--- src/rtl/sbs_pkg.sv ---
package sbs_pkg;
  typedef struct packed {
    logic loadReq;
    logic busActive;
    logic secondPhase;
    logic captureFirst;
    logic captureSecond;
  } ctrlStrobes_t;
endpackage

--- src/rtl/sbs_ctrl.sv ---
module sbs_ctrl
  import sbs_pkg::*;
(
  input  logic         clk,
  input  logic         rst_n,
  input  logic         reqValid,
  input  logic         busReady,
  input  logic         splitWord,
  output logic         reqReady,
  output logic         doneValid,
  output ctrlStrobes_t ctrl
);
  typedef enum logic [1:0] {ST_IDLE, ST_FIRST, ST_SECOND, ST_DONE} seqState_t;
  seqState_t state, stateNext;

  always_ff @(posedge clk or negedge rst_n) begin
    if (!rst_n) state <= ST_IDLE;
    else        state <= stateNext;
  end

  always_comb begin
    stateNext = state;
    unique case (state)
      ST_IDLE:   if (reqValid) stateNext = ST_FIRST;
      ST_FIRST:  if (busReady) stateNext = splitWord ? ST_SECOND : ST_DONE;
      ST_SECOND: if (busReady) stateNext = ST_DONE;
      default:   stateNext = ST_IDLE;
    endcase
  end

  always_comb begin
    reqReady           = (state == ST_IDLE);
    doneValid          = (state == ST_DONE);
    ctrl.loadReq       = reqReady && reqValid;
    ctrl.busActive     = (state == ST_FIRST) || (state == ST_SECOND);
    ctrl.secondPhase   = (state == ST_SECOND);
    ctrl.captureFirst  = (state == ST_FIRST) && busReady;
    ctrl.captureSecond = (state == ST_SECOND) && busReady;
  end

  AST_DONE_AFTER_READY: assert property (@(posedge clk) disable iff (!rst_n)
    doneValid |-> $past(ctrl.busActive && busReady));
  AST_DONE_SINGLE: assert property (@(posedge clk) disable iff (!rst_n)
    doneValid |=> !doneValid);
  AST_ACCEPT_STARTS_BUS: assert property (@(posedge clk) disable iff (!rst_n)
    ctrl.loadReq |=> ctrl.busActive && !ctrl.secondPhase);
  AST_BUSY_NOT_READY: assert property (@(posedge clk) disable iff (!rst_n)
    ctrl.busActive |-> !reqReady);
endmodule

--- src/rtl/sbs_datapath.sv ---
module sbs_datapath
  import sbs_pkg::*;
#(
  parameter int ADDR_W = 20,
  parameter int DATA_W = 16
) (
  input  logic              clk,
  input  logic              rst_n,
  input  ctrlStrobes_t      ctrl,
  input  logic              reqWrite,
  input  logic              reqWord,
  input  logic [ADDR_W-1:0] reqAddr,
  input  logic [DATA_W-1:0] reqWdata,
  input  logic [DATA_W-1:0] busRdata,
  input  logic              busReady,
  output logic              splitWord,
  output logic [DATA_W-1:0] resultData,
  output logic              busWrite,
  output logic [ADDR_W-1:0] busAddr,
  output logic              busHighEnN,
  output logic [DATA_W-1:0] busWdata
);
  localparam int BYTE_W = DATA_W / 2;

  logic [ADDR_W-1:0] addrQ;
  logic [DATA_W-1:0] wdataQ;
  logic              wordQ;
  logic              writeQ;
  logic [ADDR_W-1:0] addrNext;
  logic [BYTE_W-1:0] lowLane;
  logic [BYTE_W-1:0] highLane;

  assign lowLane   = busRdata[BYTE_W-1:0];
  assign highLane  = busRdata[DATA_W-1:BYTE_W];
  assign addrNext  = addrQ + ADDR_W'(1);
  assign splitWord = wordQ && addrQ[0];

  always_ff @(posedge clk or negedge rst_n) begin
    if (!rst_n) begin
      addrQ      <= '0;
      wdataQ     <= '0;
      wordQ      <= 1'b0;
      writeQ     <= 1'b0;
      resultData <= '0;
    end else begin
      if (ctrl.loadReq) begin
        addrQ      <= reqAddr;
        wdataQ     <= reqWdata;
        wordQ      <= reqWord;
        writeQ     <= reqWrite;
        resultData <= '0;
      end
      if (ctrl.captureFirst) begin
        if (!wordQ)
          resultData <= {{BYTE_W{1'b0}}, (addrQ[0] ? highLane : lowLane)};
        else if (!addrQ[0])
          resultData <= busRdata;
        else
          resultData[BYTE_W-1:0] <= highLane;
      end
      if (ctrl.captureSecond)
        resultData[DATA_W-1:BYTE_W] <= lowLane;
    end
  end

  always_comb begin
    busWrite = writeQ && ctrl.busActive;
    if (ctrl.secondPhase) begin
      busAddr    = addrNext;
      busHighEnN = 1'b1;
      busWdata   = {{BYTE_W{1'b0}}, wdataQ[DATA_W-1:BYTE_W]};
    end else begin
      busAddr    = addrQ;
      busHighEnN = !(wordQ || addrQ[0]);
      if (wordQ && !addrQ[0])
        busWdata = wdataQ;
      else if (addrQ[0])
        busWdata = {wdataQ[BYTE_W-1:0], {BYTE_W{1'b0}}};
      else
        busWdata = {{BYTE_W{1'b0}}, wdataQ[BYTE_W-1:0]};
    end
  end

  AST_BANK_SELECTED: assert property (@(posedge clk) disable iff (!rst_n)
    ctrl.busActive |-> !(busAddr[0] && busHighEnN));
  AST_SECOND_LOWER_ONLY: assert property (@(posedge clk) disable iff (!rst_n)
    (ctrl.busActive && ctrl.secondPhase) |-> (!busAddr[0] && busHighEnN));
  AST_HOLD_WHILE_WAIT: assert property (@(posedge clk) disable iff (!rst_n)
    (ctrl.busActive && !busReady) |=> ($stable(busAddr) && $stable(busHighEnN)));
endmodule

--- src/rtl/split_bank_seq.sv ---
module split_bank_seq
  import sbs_pkg::*;
#(
  parameter int ADDR_W = 20,
  parameter int DATA_W = 16
) (
  input  logic              clk,
  input  logic              rst_n,
  input  logic              reqValid,
  output logic              reqReady,
  input  logic              reqWrite,
  input  logic              reqWord,
  input  logic [ADDR_W-1:0] reqAddr,
  input  logic [DATA_W-1:0] reqWdata,
  output logic              doneValid,
  output logic [DATA_W-1:0] doneRdata,
  output logic              busStrobe,
  output logic              busWrite,
  output logic [ADDR_W-1:0] busAddr,
  output logic              busHighEnN,
  output logic [DATA_W-1:0] busWdata,
  input  logic [DATA_W-1:0] busRdata,
  input  logic              busReady
);
  ctrlStrobes_t ctrl;
  logic         splitWord;

  sbs_ctrl u_ctrl (
    .clk       (clk),
    .rst_n     (rst_n),
    .reqValid  (reqValid),
    .busReady  (busReady),
    .splitWord (splitWord),
    .reqReady  (reqReady),
    .doneValid (doneValid),
    .ctrl      (ctrl)
  );

  sbs_datapath #(.ADDR_W(ADDR_W), .DATA_W(DATA_W)) u_dp (
    .clk        (clk),
    .rst_n      (rst_n),
    .ctrl       (ctrl),
    .reqWrite   (reqWrite),
    .reqWord    (reqWord),
    .reqAddr    (reqAddr),
    .reqWdata   (reqWdata),
    .busRdata   (busRdata),
    .busReady   (busReady),
    .splitWord  (splitWord),
    .resultData (doneRdata),
    .busWrite   (busWrite),
    .busAddr    (busAddr),
    .busHighEnN (busHighEnN),
    .busWdata   (busWdata)
  );

  assign busStrobe = ctrl.busActive;

  AST_IDLE_NO_STROBE: assert property (@(posedge clk) disable iff (!rst_n)
    reqReady |-> !busStrobe);
endmodule

--- config.mk ---
export PLATFORM = sky130hd
export DESIGN_NAME = split_bank_seq
export DESIGN_NICKNAME = d
export VERILOG_FILES = /design/src/rtl/sbs_pkg.sv /design/src/rtl/sbs_ctrl.sv /design/src/rtl/sbs_datapath.sv /design/src/rtl/split_bank_seq.sv
export SDC_FILE = /design/constraint.sdc
export NUM_CORES = 1
export LEC_CHECK = 0
export ABC_AREA = 0
export BUFFER_PORTS_ARGS = -buffer_cell sky130_fd_sc_hd__buf_2
export CAP_MARGIN = 0
export CELL_PAD_IN_SITES_DETAIL_PLACEMENT = 1
export CELL_PAD_IN_SITES_GLOBAL_PLACEMENT = 2
export CORE_AREA = 10 10 107 109
export CTS_CLUSTER_DIAMETER = 40
export DETAILED_ROUTE_END_ITERATION = 8
export DIE_AREA = 0 0 117 119
export PLACE_DENSITY_LB_ADDON = 0.08
export RECOVER_POWER = 50
export SYNTH_ARGS = -nofsm -noshare
export SYNTH_HDL_FRONTEND = slang
export SYNTH_SLANG_ARGS = --single-unit
--- constraint.sdc ---
create_clock -name clk -period 3.1 [get_ports clk]
set_input_delay 0.155 -clock clk [delete_from_list [all_inputs] [get_ports clk]]
set_output_delay 0.155 -clock clk [all_outputs]
set_load 0.02 [all_outputs]
==> flow_metrics.py <==
metrics = {
    "sta": {
        "max_freq_mhz": 416.1,
        "slew_headroom_pct": -59.97,
        "holdWs_ns": 0.07885,
        "worstMarginPinSlew_ns": 2.400,
        "drv_slew": 43,
        "rsz0062_at_grt": "no",
        "fin_crit_sh_pct": 77.53,
        "finClkSkew_ns": 0.008415,
        "finalSetupTns_ns": 0,
        "min_period_ns": 2.403,
        "setup_viol": 0,
        "finalHoldViolCount": 0,
    },
    "clock_tree": {
        "path_clk_slew_ns": 0.10,
        "cts_tree": "done",
        "h-tree-depth": 2,
        "ctsHoldBuffers": 0,
        "post_cts_resized": 0,
        "clock_sinks": 56,
        "cts_setup_buffers": 0,
        "clkLatencyLatePin_ns": 0.30,
        "numCtsBuffers": 5,
        "clk_path_buf_depth": 2,
        "cts_root_buf": "clkbuf_8",
    },
    "setup_path": {
        "ff2ff_setup_slack_ns": 0.89,
        "critical-path-slowest-cell": "nor4_4",
        "path_cells": "inv_1 > ha_1 > buf_4 > nand2_1 > nor4_4 > nand3_1 > xnor2_1 > buf_2",
        "arrival_ns": 2.25,
        "critPathBufInv": 3,
        "end_kind": "output pin",
        "cp_slowest_stage_delay_ns": 0.44,
        "path_max_fanout": 14,
        "worstPathRequired_ns": 2.94,
        "cp_top_family": "simple AND/OR/NAND/NOR gates",
        "crit_path_start_kind": "flip-flop",
        "critical_path_class": "reg -> out",
    },
    "layout": {
        "layout_commonest_cell": "buf_2",
        "layout_common_cells": "buf_2, dfrtp_1, mux2_2",
        "stdcell_count": 485,
        "area_delta_synth_final_pct": 25.71,
        "diodes": 0,
        "fin_nets": 433,
        "layout-drive-gt1-share_pct": 39.62,
    },
    "yosys": {
        "synth_simple_gate_area_share_pct": 12.08,
        "synthXorXnorAreaFrac_pct": 5.698,
        "synth_seq_area_share_pct": 47.99,
        "synth-compound-area-share_pct": 11.01,
        "synthMuxAreaShare_pct": 17.78,
        "synth_top_family_by_area": "multiplexers",
        "yosysUniqueCellTypes": 38,
        "syn_inst": 256,
        "ys_warn_count": 0,
        "synth-seq-cells": 56,
        "synth_area_mm2": 0.002920,
        "syn-num-nets": 319,
        "syn_avg_cell_area_um2": 11.41,
        "synth_fa_ha_area_share_pct": 2.142,
    },
    "pwr": {
        "power.total_mw": 4.249,
        "peakVddDrop_v": 0.0003165,
        "swShare_pct": 46.70,
        "power_frac_clock_pct": 11.2,
        "leakagePower_nw": 1.700,
        "seq_power_share_pct": 33.6,
        "p_int_mw": 2.265,
        "power_switching_mw": 1.984,
        "p_per_area_mw_per_mm2": 1157,
        "combinationalPowerShare_pct": 55.3,
    },
    "outcome": {
        "outcome": "complete, but fails checks",
        "violations": "max-capacitance violations, max-slew violations",
    },
    "route": {
        "routed_wl_um": 8764,
        "drt_iter0_markers": 47,
        "vias": 2337,
        "drt-pass1-iter-count": 4,
        "drc": 0,
        "wl_per_cell_um": 18.07,
        "postRouteAntennaNets": 0,
        "vias_per_cell": 4.819,
    },
    "global_route": {
        "grt_pass1_vias": 2669,
        "grt_antenna_before_repair": 0,
        "grt_pass1_wl_um": 14130,
        "grt_max_degree": 43,
        "grt_use_total_pct": 12.60,
        "grt-ovfl-total": 0,
    },
    "die": {
        "initial_core_util_pct": 30.87,
        "die_h_um": 119,
        "die-area_mm2": 0.01392,
        "ioPinCount": 115,
        "die_w_um": 117,
        "coreArea_mm2": 0.009459,
        "rows": 36,
    },
    "placement": {
        "gp_congestion": 0.7437,
        "port_buffers": 114,
        "post-dp-hpwl_um": 6929,
        "placed_cells": 477,
    },
    "job": {
        "cap_violations": 1,
    },
    "min_path": {
        "hp-class": "in -> reg",
    },
}
layout make-up:
cell class | instances | area (um2)
sequential | 56 | 1401
clock inverter | 2 | 35.03
fill | 1120 | 5788
clock buffer | 6 | 72.57
tap | 114 | 142.6
inverter | 4 | 15.01
multi-input combinational | 182 | 1424
timing repair buffer | 121 | 580.6
flip-flops by register name, indices dropped and copies added (netlist names):
register,count
u_dp.wdataQ,16
u_ctrl.state,2
u_dp.writeQ,1
u_dp.addrQ,20
u_dp.wordQ,1
u_dp.resultData,16
worst min-delay path: stages:
cell	delay, ns
buf_2	0.09
nand2_1	0.04
o21ai_0	0.06
power groups by stage:
stage	clock [mW]	sequential, mW	combinational [mW]
6_report	0.474	1.43	2.35
5_1_grt	0.536	1.49	2.59
4_1_cts	0.501	1.43	2.47
3_5_place_dp	0	1.44	2.46
3_3_place_gp	0	1.43	2.45
2_1_floorplan	0	1.45	1.63
layer usage:
| metal | global-route usage (%) | vias up | wire length, um |
|---|---|---|---|
| met3 | 4.016 | 2 | 606 |
| met5 | 0 | - | 0 |
| met2 | 21.21 | 61 | 4230 |
| li1 | - | 1133 | - |
| met4 | 2.550 | 0 | 44 |
| met1 | 15.34 | 1141 | 3883 |
path summary, 6_finish.rpt:
| kind | endpoint | startpoint | depth (start not counted) |
|---|---|---|---|
| worst max-delay path | busAddr[14] | u_ctrl.state[0]$_DFFE_PN0P_ | 8 |
| worst min-delay path | u_dp.addrQ[9]$_DFFE_PN0P_ | reqAddr[9] | 3 |
| worst max register to register | u_dp.addrQ[14]$_DFFE_PN0P_ | u_ctrl.state[0]$_DFFE_PN0P_ | 5 |
| worst min register to register | u_dp.resultData[6]$_DFFE_PN0P_ | u_dp.resultData[6]$_DFFE_PN0P_ | 2 |
| max in group asynchronous | u_dp.addrQ[12]$_DFFE_PN0P_ | rst_n | 1 |
| min in group asynchronous | u_dp.addrQ[7]$_DFFE_PN0P_ | rst_n | 1 |
stage by stage:
stage / util (%) / worst slack (ns) / area (um2)
after floorplan: - / 1.211 / 2920
after global placement: 38.12 / 0.9452 / 3606
after detailed placement: 38.12 / 0.8647 / 3606
after CTS: 39.26 / 0.6144 / 3714
after global routing: 38.81 / 0.4695 / 3671
final: 38.81 / 0.6967 / 3671
synthesized netlist by cell type, drive strengths merged:
| master | count | area (um2) |
|---|---|---|
| and4 | 2 | 18.77 |
| and2 | 2 | 12.51 |
| a22o | 7 | 61.31 |
| buf | 8 | 48.80 |
| o21bai | 1 | 7.510 |
| a22oi | 16 | 120.1 |
| nand4 | 4 | 40.04 |
| ha | 5 | 62.56 |
| nand2b | 1 | 6.260 |
| mux2 | 39 | 439.2 |
| nor4 | 2 | 42.54 |
| nor2b | 1 | 6.260 |
| a31oi | 1 | 12.51 |
| and3 | 3 | 20.02 |
| o31ai | 1 | 7.510 |
| o21ai | 10 | 50.04 |
| xor2 | 5 | 43.79 |
| dfrtp | 56 | 1401 |
| mux2i | 8 | 80.08 |
| xnor2 | 14 | 122.6 |
| nand3 | 7 | 47.55 |
| nand2 | 20 | 75.07 |
| nor3 | 1 | 5.000 |
| inv | 4 | 15.01 |
| a21oi | 9 | 48.80 |
| nor2 | 21 | 78.83 |
| clkbuf | 6 | 32.53 |
| a211oi | 1 | 7.510 |
| o22ai | 1 | 6.260 |
cell families (layout without fill, tap and decap cells):
kind of cell               Yosys count  count (layout)
AOI/OAI and AO/OA                   47              47
xor gates and xnor gates            19              19
adders and majority gates            5               5
buffers and inverters               18             133
DFF                                 56              56
muxes                               47              47
and+or+nand+nor                     64              64
Power figures use the tool's default switching activity.
